File: src/rtl/lane_pkg.sv
package lane_pkg;
    typedef enum logic [1:0] {
        SZ_BYTE = 2'b00,
        SZ_HALF = 2'b01,
        SZ_WORD = 2'b10,
        SZ_RSVD = 2'b11
    } acc_size_e;

    typedef enum logic {
        LD_IDLE = 1'b0,
        LD_RESP = 1'b1
    } ld_state_e;
endpackage

File: src/rtl/lane_misalign_chk.sv
module lane_misalign_chk
    import lane_pkg::*;
#(
    parameter int OFF_W = 2
) (
    input  logic [OFF_W-1:0] off,
    input  acc_size_e        size,
    output logic             bad
);
    always_comb begin
        unique case (size)
            SZ_BYTE: bad = 1'b0;
            SZ_HALF: bad = off[0];
            SZ_WORD: bad = |off;
            default: bad = 1'b1;
        endcase
    end
endmodule

File: src/rtl/lane_store_gen.sv
module lane_store_gen
    import lane_pkg::*;
#(
    parameter int DATA_W = 32,
    localparam int LANES = DATA_W / 8,
    localparam int OFF_W = $clog2(LANES)
) (
    input  logic              en,
    input  logic [OFF_W-1:0]  off,
    input  acc_size_e         size,
    input  logic [DATA_W-1:0] wdata,
    output logic [LANES-1:0]  wmask,
    output logic [DATA_W-1:0] wlanes
);
    int                nbytes;
    logic [DATA_W-1:0] trimmed;

    always_comb begin
        unique case (size)
            SZ_BYTE: begin
                nbytes  = 1;
                trimmed = {{(DATA_W-8){1'b0}}, wdata[7:0]};
            end
            SZ_HALF: begin
                nbytes  = 2;
                trimmed = {{(DATA_W-16){1'b0}}, wdata[15:0]};
            end
            default: begin
                nbytes  = LANES;
                trimmed = wdata;
            end
        endcase
    end

    for (genvar i = 0; i < LANES; i++) begin : g_lane
        assign wmask[i] = en && (i >= int'(off)) && (i < int'(off) + nbytes);
    end

    assign wlanes = en ? (trimmed << {off, 3'b000}) : '0;
endmodule

File: src/rtl/lane_load_ext.sv
module lane_load_ext
    import lane_pkg::*;
#(
    parameter int DATA_W = 32,
    localparam int LANES = DATA_W / 8,
    localparam int OFF_W = $clog2(LANES)
) (
    input  logic [OFF_W-1:0]  off,
    input  acc_size_e         size,
    input  logic              sext,
    input  logic [DATA_W-1:0] rdata,
    output logic [DATA_W-1:0] result
);
    logic [DATA_W-1:0] down;

    assign down = rdata >> {off, 3'b000};

    always_comb begin
        unique case (size)
            SZ_BYTE: result = {{(DATA_W-8){sext & down[7]}}, down[7:0]};
            SZ_HALF: result = {{(DATA_W-16){sext & down[15]}}, down[15:0]};
            default: result = rdata;
        endcase
    end
endmodule

File: src/rtl/lane_aligner.sv
module lane_aligner
    import lane_pkg::*;
#(
    parameter int ADDR_W = 12,
    parameter int DATA_W = 32,
    localparam int LANES = DATA_W / 8,
    localparam int OFF_W = $clog2(LANES),
    localparam int WADDR_W = ADDR_W - OFF_W
) (
    input  logic               clk,
    input  logic               rst_n,
    input  logic               req_valid,
    input  logic               req_write,
    input  logic [ADDR_W-1:0]  req_addr,
    input  logic [1:0]         req_size,
    input  logic               req_sext,
    input  logic [DATA_W-1:0]  req_wdata,
    output logic [WADDR_W-1:0] ram_addr,
    output logic [LANES-1:0]   ram_wmask,
    output logic [DATA_W-1:0]  ram_wdata,
    input  logic [DATA_W-1:0]  ram_rdata,
    output logic               ld_valid,
    output logic [DATA_W-1:0]  ld_data,
    output logic               misalign
);
    acc_size_e        size_in;
    logic [OFF_W-1:0] off_in;
    logic             bad;
    logic             st_go;
    logic             ld_go;

    ld_state_e        state, state_nx;
    logic [OFF_W-1:0] cap_off;
    acc_size_e        cap_size;
    logic             cap_sext;
    logic [DATA_W-1:0] ext_word;

    assign size_in  = acc_size_e'(req_size);
    assign off_in   = req_addr[OFF_W-1:0];
    assign ram_addr = req_addr[ADDR_W-1:OFF_W];

    lane_misalign_chk #(.OFF_W(OFF_W)) u_mis (
        .off  (off_in),
        .size (size_in),
        .bad  (bad)
    );

    assign misalign = req_valid & bad;
    assign st_go    = req_valid & req_write & ~bad;
    assign ld_go    = req_valid & ~req_write & ~bad;

    lane_store_gen #(.DATA_W(DATA_W)) u_st (
        .en     (st_go),
        .off    (off_in),
        .size   (size_in),
        .wdata  (req_wdata),
        .wmask  (ram_wmask),
        .wlanes (ram_wdata)
    );

    // State register
    always_ff @(posedge clk or negedge rst_n) begin
        if (!rst_n) begin
            state <= LD_IDLE;
        end else begin
            state <= state_nx;
        end
    end

    // Next-state logic
    always_comb begin
        unique case (state)
            LD_IDLE: state_nx = ld_go ? LD_RESP : LD_IDLE;
            LD_RESP: state_nx = ld_go ? LD_RESP : LD_IDLE;
            default: state_nx = LD_IDLE;
        endcase
    end

    // Request fields captured for the response cycle
    always_ff @(posedge clk or negedge rst_n) begin
        if (!rst_n) begin
            cap_off  <= '0;
            cap_size <= SZ_BYTE;
            cap_sext <= 1'b0;
        end else if (ld_go) begin
            cap_off  <= off_in;
            cap_size <= size_in;
            cap_sext <= req_sext;
        end
    end

    lane_load_ext #(.DATA_W(DATA_W)) u_ld (
        .off    (cap_off),
        .size   (cap_size),
        .sext   (cap_sext),
        .rdata  (ram_rdata),
        .result (ext_word)
    );

    // Output logic
    always_comb begin
        unique case (state)
            LD_RESP: begin
                ld_valid = 1'b1;
                ld_data  = ext_word;
            end
            default: begin
                ld_valid = 1'b0;
                ld_data  = '0;
            end
        endcase
    end
endmodule

File: config.mk
export PLATFORM = sky130hd
export DESIGN_NAME = lane_aligner
export DESIGN_NICKNAME = d
export VERILOG_FILES = /design/src/rtl/lane_pkg.sv /design/src/rtl/lane_misalign_chk.sv /design/src/rtl/lane_store_gen.sv /design/src/rtl/lane_load_ext.sv /design/src/rtl/lane_aligner.sv
export SDC_FILE = /design/constraint.sdc
export NUM_CORES = 1
export LEC_CHECK = 0
export BUFFER_PORTS_ARGS = -buffer_cell sky130_fd_sc_hd__buf_2
export CAP_MARGIN = 40
export CORE_UTILIZATION = 40
export DETAILED_ROUTE_END_ITERATION = 12
export PLACE_DENSITY = 0.82
export RECOVER_POWER = 25
export SYNTH_ARGS = -nofsm -noshare
export SYNTH_HDL_FRONTEND = slang
export SYNTH_SLANG_ARGS = --single-unit
File: constraint.sdc
create_clock -name clk -period 7.85 [get_ports clk]
set_input_delay 1.57 -clock clk [delete_from_list [all_inputs] [get_ports clk]]
set_output_delay 1.57 -clock clk [all_outputs]
set_load 0.005 [all_outputs]
== After elaboration in Yosys (flattened, before gate mapping) ==
Index checks and enable logic that the tools add are counted.
W data, S select, Z words.

* Flip-flop bits (word level): 6
* Output and inout bits: 80
* Word-level logic and storage cells: 44
* Bits of input ports: 83

* Reduce and logical (&&, ||, !) cells: 10
* Mux-type cells: 8
* $add $sub $neg: 1
* $lt $le $gt $ge: 7
* Bitwise gates (word level): 9
* Shifts and indexed selects: 2
* Equality and inequality tests: 3

{| class="wikitable"
|+ Operators with widths
! cell !! number
|-
| $pmux W32 S2 || 2
|-
| $lt A3 B32 Y1 const A || 2
|-
| $mux W32 || 2
|-
| $lt A1 B32 Y1 const A || 1
|-
| $lt A2 B32 Y1 const A || 1
|-
| $shl A32 B5 Y32 || 1
|-
| $shr A32 B5 Y16 || 1
|-
| $and A1 B1 Y1 || 7
|-
| $logic_and A1 B1 Y1 || 7
|-
| $pmux W3 S2 || 1
|-
| $add A2 B3 Y4 || 1
|-
| $eq A2 B1 Y1 const B || 2
|-
| $ge A1 B2 Y1 const A || 2
|-
| $logic_not A2 Y1 || 2
|-
| $pmux W1 S3 || 1
|-
| $eq A2 B2 Y1 const B || 1
|-
| $ge A2 B2 Y1 const A || 1
|-
| $mux W1 || 2
|-
| $not A1 Y1 || 2
|-
| $reduce_or A2 Y1 || 1
|}

== Longest topological paths before layout ==
* Word-level depth: 6
* Gate-level depth with buffers: 9
* Depth with buffers taken out: 8

== By module ==
Synthesis repeated with hierarchy kept, for this count alone.

* Cell total of the unflattened synthesis: 289
* Area total of the unflattened synthesis: 2069.5 µm²

{| class="wikitable"
|+ Modules (own cells, without submodules)
! module !! area each (µm²) !! seq. area each (µm²) !! cells each !! instances
|-
| lane_store_gen || 789.5 || 0.0 || 115 || 1
|-
| lane_load_ext || 737.0 || 0.0 || 112 || 1
|-
| lane_aligner || 529.3 || 150.1 || 59 || 1
|-
| lane_misalign_chk || 13.8 || 0.0 || 3 || 1
|}

== Least setup slack after synthesis ==
Ideal clock, no wire load.

* Path type: input-to-output
* From: input port req_size[1]
* To: output port ram_wmask[0]
* Buffers on the path: 1
* Required time: 6.280 ns
* Slack: 3.143 ns
* Cell stages on the path: 9
* Arrival time: 3.137 ns
* Path through: buf_2 nor2_1 ha_1 inv_1 fa_1 a211oi_1 mux2_2 nand2_1 o21a_1

* Cells in the longest elaborated chain, start to end: 6
* Elaborated cells between the ends (all ways): 11
* Classes of those cells: add/sub: 1; order compare: 1; eq/ne: 2; mux: 2; bitwise: 2; reduce/logical: 3

{| class="wikitable"
|+ Ends and longest elaborated chain
! item !! RTL line !! RTL
|-
| start: declaration || lane_aligner.sv:15 || <nowiki>input logic [1:0] req_size,</nowiki>
|-
| branches (longest 5 deep; another with $lt A1 B32 Y1) || -- ||
|-
| $logic_and A1 B1 Y1 (*) || lane_store_gen.sv:36 || <nowiki>assign wmask[i] = en && (i >= int'(off)) && (i < int'(off) + nbytes);</nowiki>
|-
| end: declaration || lane_aligner.sv:19 || <nowiki>output logic [LANES-1:0] ram_wmask,</nowiki>
|}

Every way passes the cells marked *.

== Worst setup path after layout ==
* From: input port req_addr[0]
* To: output port ram_wmask[0]

* Cells in the longest elaborated chain, start to end: 6
* Elaborated cells between the ends (all ways): 9
* Classes of those cells: add/sub: 1; order compare: 2; mux: 1; bitwise: 2; reduce/logical: 3

{| class="wikitable"
|+ Ends and longest elaborated chain
! item !! RTL line !! RTL
|-
| start: declaration || lane_aligner.sv:14 || <nowiki>input logic [ADDR_W-1:0] req_addr,</nowiki>
|-
| branches (longest 5 deep; another with $lt A1 B32 Y1) || -- ||
|-
| $logic_and A1 B1 Y1 (*) || lane_store_gen.sv:36 ||
|}

Marked as above.

==> metrics <==
status finished, violations left; failing checks capacitance limit, slew limit; post-CTS sizing 0; RSZ-0062 raised after global routing false; Hold-fix buffers, CTS 0; RD Place Congestion approximately 0.94; leakage power total approximately 1.5 nW; mapped cell area 1930 µm²; Die ar. between 5000 and 6000 µm²; Core Footprint ~4500 µm²; WHS Path Cells 1; CP Cell Sequence clkbuf_1 > ha_1 > inv_1 > fa_1 > a211oi_1 > mux2_2 > nand2_1 > o21a_1 > buf_2; GRT Util Overall between 20% and 30%; crit share post-route 79.3%; TritonCTS Buffers 3; Switch Pwr around 0.11 mW; layout cell share with drive strength beyond 1 between 30% and 40%; Slew HR -40.8%; Reg2Reg Depth 2; Area after DPL about 2500 µm²; most instantiated cells after synthesis 67 x nand2_1, 45 x a21oi_1, 41 x nor2_1; Ant. Diodes 0; reg-to-reg startpoint cap_size[1]; dominant cell type by area after synthesis nand2_1; initial antenna violation count 0; Pins Over Slew Limit 50; final wirelength just under 7000 µm; Comb pwr share between 50 and 60%; YS warnings 0; Routed Antenna Nets 0; vias in the first global route 2366; Int Pwr around 0.13 mW; post-route DRC violation count 0; Starting Density a little over two fifths; max_cap viols 1; max incr delay on CP around 1500 ps; fin crit period 6230 ps; CP endpoint kind output port; Max IR drop VDD roughly 0.070 mV; Mapped Nets just over 400; detailed placer's ending HPWL just over 5000 µm; EDFF count, synth 0; area delta synth->final 31.5%; Crit path max-delay family buffers and inverters; pin count of the biggest net entering global routing 50; kind of start point of the critical path primary input; Skew-Pair Late Insertion Delay between 200 and 250 ps; hold path start cap_sext; CP Max Fanout between 40 and 50; H-tree Lvls 1; Pwr Density 94.0 nW/µm²; ys flop type dfrtp_1; clock sink count 6; Switching Fraction between 40% and 50%; final net count roughly 520; register area share after synthesis between 7 and 8%; sequential fraction of design power approximately a quarter; synth top area cells nand2_1 13%, a21oi_1 12%, mux2i_1 8.8%, nor2_1 8.0%, dfrtp_1 7.8%; FMAX 161 MHz; post-DR wirelength/cell 14.3 µm; DIE WIDTH just over 70 µm; worst path required time 6280 ps; Async SR Flop Fraction 100%; clock-pin slew on the worst setup and hold paths ~30 ps; Crit Path Category primary input to output port; Setup TNS 0 ps; fin util between 50% and 60%; DR pass1 iterations 5; final setup fails 0; setup bufs post-CTS 0; total gr overflow 0; reg-to-reg slack, setup 6540 ps; DR iter-0 viols 91; root buf cell clkbuf_8; clock group share of total power a little under a fifth; Yosys reg bits 6; count leader, synth nand2_1; worst path arrival time roughly 4700 ps; Yosys top cell area share 13.0%; input/output buffers 142; DIE HEIGHT a little over 70 µm; Vias 2671; syn avg cell area around 6.0 µm²; R2R Path End cap_size[1]; Unique masters post-synth 35; row count 24; CP max stage cell clkbuf_1; design area 2540 µm²; final hold vios 0; Worst Hold Class flip-flop to flip-flop; Post-Syn Instances approximately 320; critical path buffer and inverter count 3; drt via density around 5.6; # IOs approximately 160; clock buffer depth 2; Hold Path Sink cap_sext; CTS tree done; Worst Skew 0 ps; slew at the pin closest to its max-slew limit about 2100 ps; first-pass GRT wire length between 10000 and 15000 µm
[power groups by stage]
stage | Sequential [mW] | Clock, mW | Combinational (mW)
2_1_floorplan | 0.0402 | 0 | 0.107
3_3_place_gp | 0.0574 | 0 | 0.132
3_5_place_dp | 0.0580 | 0 | 0.135
4_1_cts | 0.0578 | 0.0455 | 0.136
5_1_grt | 0.0603 | 0.0477 | 0.153
6_report | 0.0578 | 0.0442 | 0.137
[worst reg2reg max path, stage by stage (launching register included)]
cell     delay (ps)
dfrtp_1         930
o21ai_0         210
nand2_1         100
[cell usage in the layout (no fill, tap or decap)]
| master | n |
|---|---|
| nand2b_1 | 7 |
| o21a_1 | 3 |
| inv_1 | 5 |
| xor2_1 | 1 |
| nand3_2 | 1 |
| fa_1 | 1 |
| nor2b_1 | 10 |
| ha_1 | 2 |
| nor3_1 | 1 |
| a2111oi_4 | 1 |
| a221oi_1 | 1 |
| o211ai_1 | 1 |
| mux2i_1 | 17 |
| o22ai_1 | 1 |
| a21o_2 | 1 |
| buf_2 | 140 |
| nor2_1 | 41 |
| a21oi_1 | 45 |
| and2_1 | 11 |
| o221a_2 | 7 |
| nand3b_1 | 2 |
| nor4_1 | 1 |
| mux2_2 | 4 |
| a211oi_1 | 8 |
| o21ai_0 | 28 |
| nand3_1 | 1 |
| nor3_2 | 1 |
| clkbuf_8 | 3 |
| clkbuf_1 | 2 |
| a31o_2 | 7 |
| dfrtp_1 | 6 |
| a32oi_1 | 1 |
| nand2_1 | 67 |
[how the worst max path moves through the flow]
stage	from	depth (start not counted)	slack [ps]	end
finish	req_addr[0]	9	1620	ram_wmask[0]
global route	req_addr[0]	9	1350	ram_wmask[0]
CTS	req_addr[0]	9	2560	ram_wmask[0]
detailed placement	req_addr[0]	9	2560	ram_wmask[0]
global placement	req_addr[0]	9	2620	ram_wmask[0]
floorplan	req_size[1]	9	3140	ram_wmask[0]
[layout make-up]
class | instances | area [µm²]
Fill cell | 420 | 1960
Inverter | 5 | 18.8
Sequential cell | 6 | 150
Clock buffer | 3 | 41.3
Timing Repair Buffer | 142 | 708
Tap cell | 52 | 65.1
Multi-Input combinational cell | 272 | 1560
[registers in the layout, summed over array words and instances, names as in the netlist]
signal,flops
state,1
cap_sext,1
cap_off,2
cap_size,2
[cells by family after synthesis]
kind of cell    after synthesis  synth area share, %
simple gates                143                 32.7
compound gates              104                 33.9
buf+inv                      43                 11.7
mux                          21                 11.1
flops                         6                 7.77
fa+ha+maj                     3                 2.33
xor+xnor                      1                0.453
[per-layer routing]
layer  global-route usage (%)  vias to the layer above  wire [µm]
met5                        0                        -          0
met4                     6.54                        0         24
met3                     3.94                        2        602
met2                     48.7                      166       3410
met1                     29.8                     1187       2800
li1                         -                     1316          -
[stage by stage]
stage / cells / worst slack, ps / hold slack [ps] / total power, mW
floorplan: 321 / 3140 / 479 / 0.148
global route: 480 / 1350 / 539 / 0.261
global placement: 477 / 2620 / 496 / 0.190
detailed placement: 477 / 2560 / 510 / 0.193
finish: 480 / 1620 / 526 / 0.239
CTS: 480 / 2560 / 530 / 0.239
(Power assumes the default switching activity.)
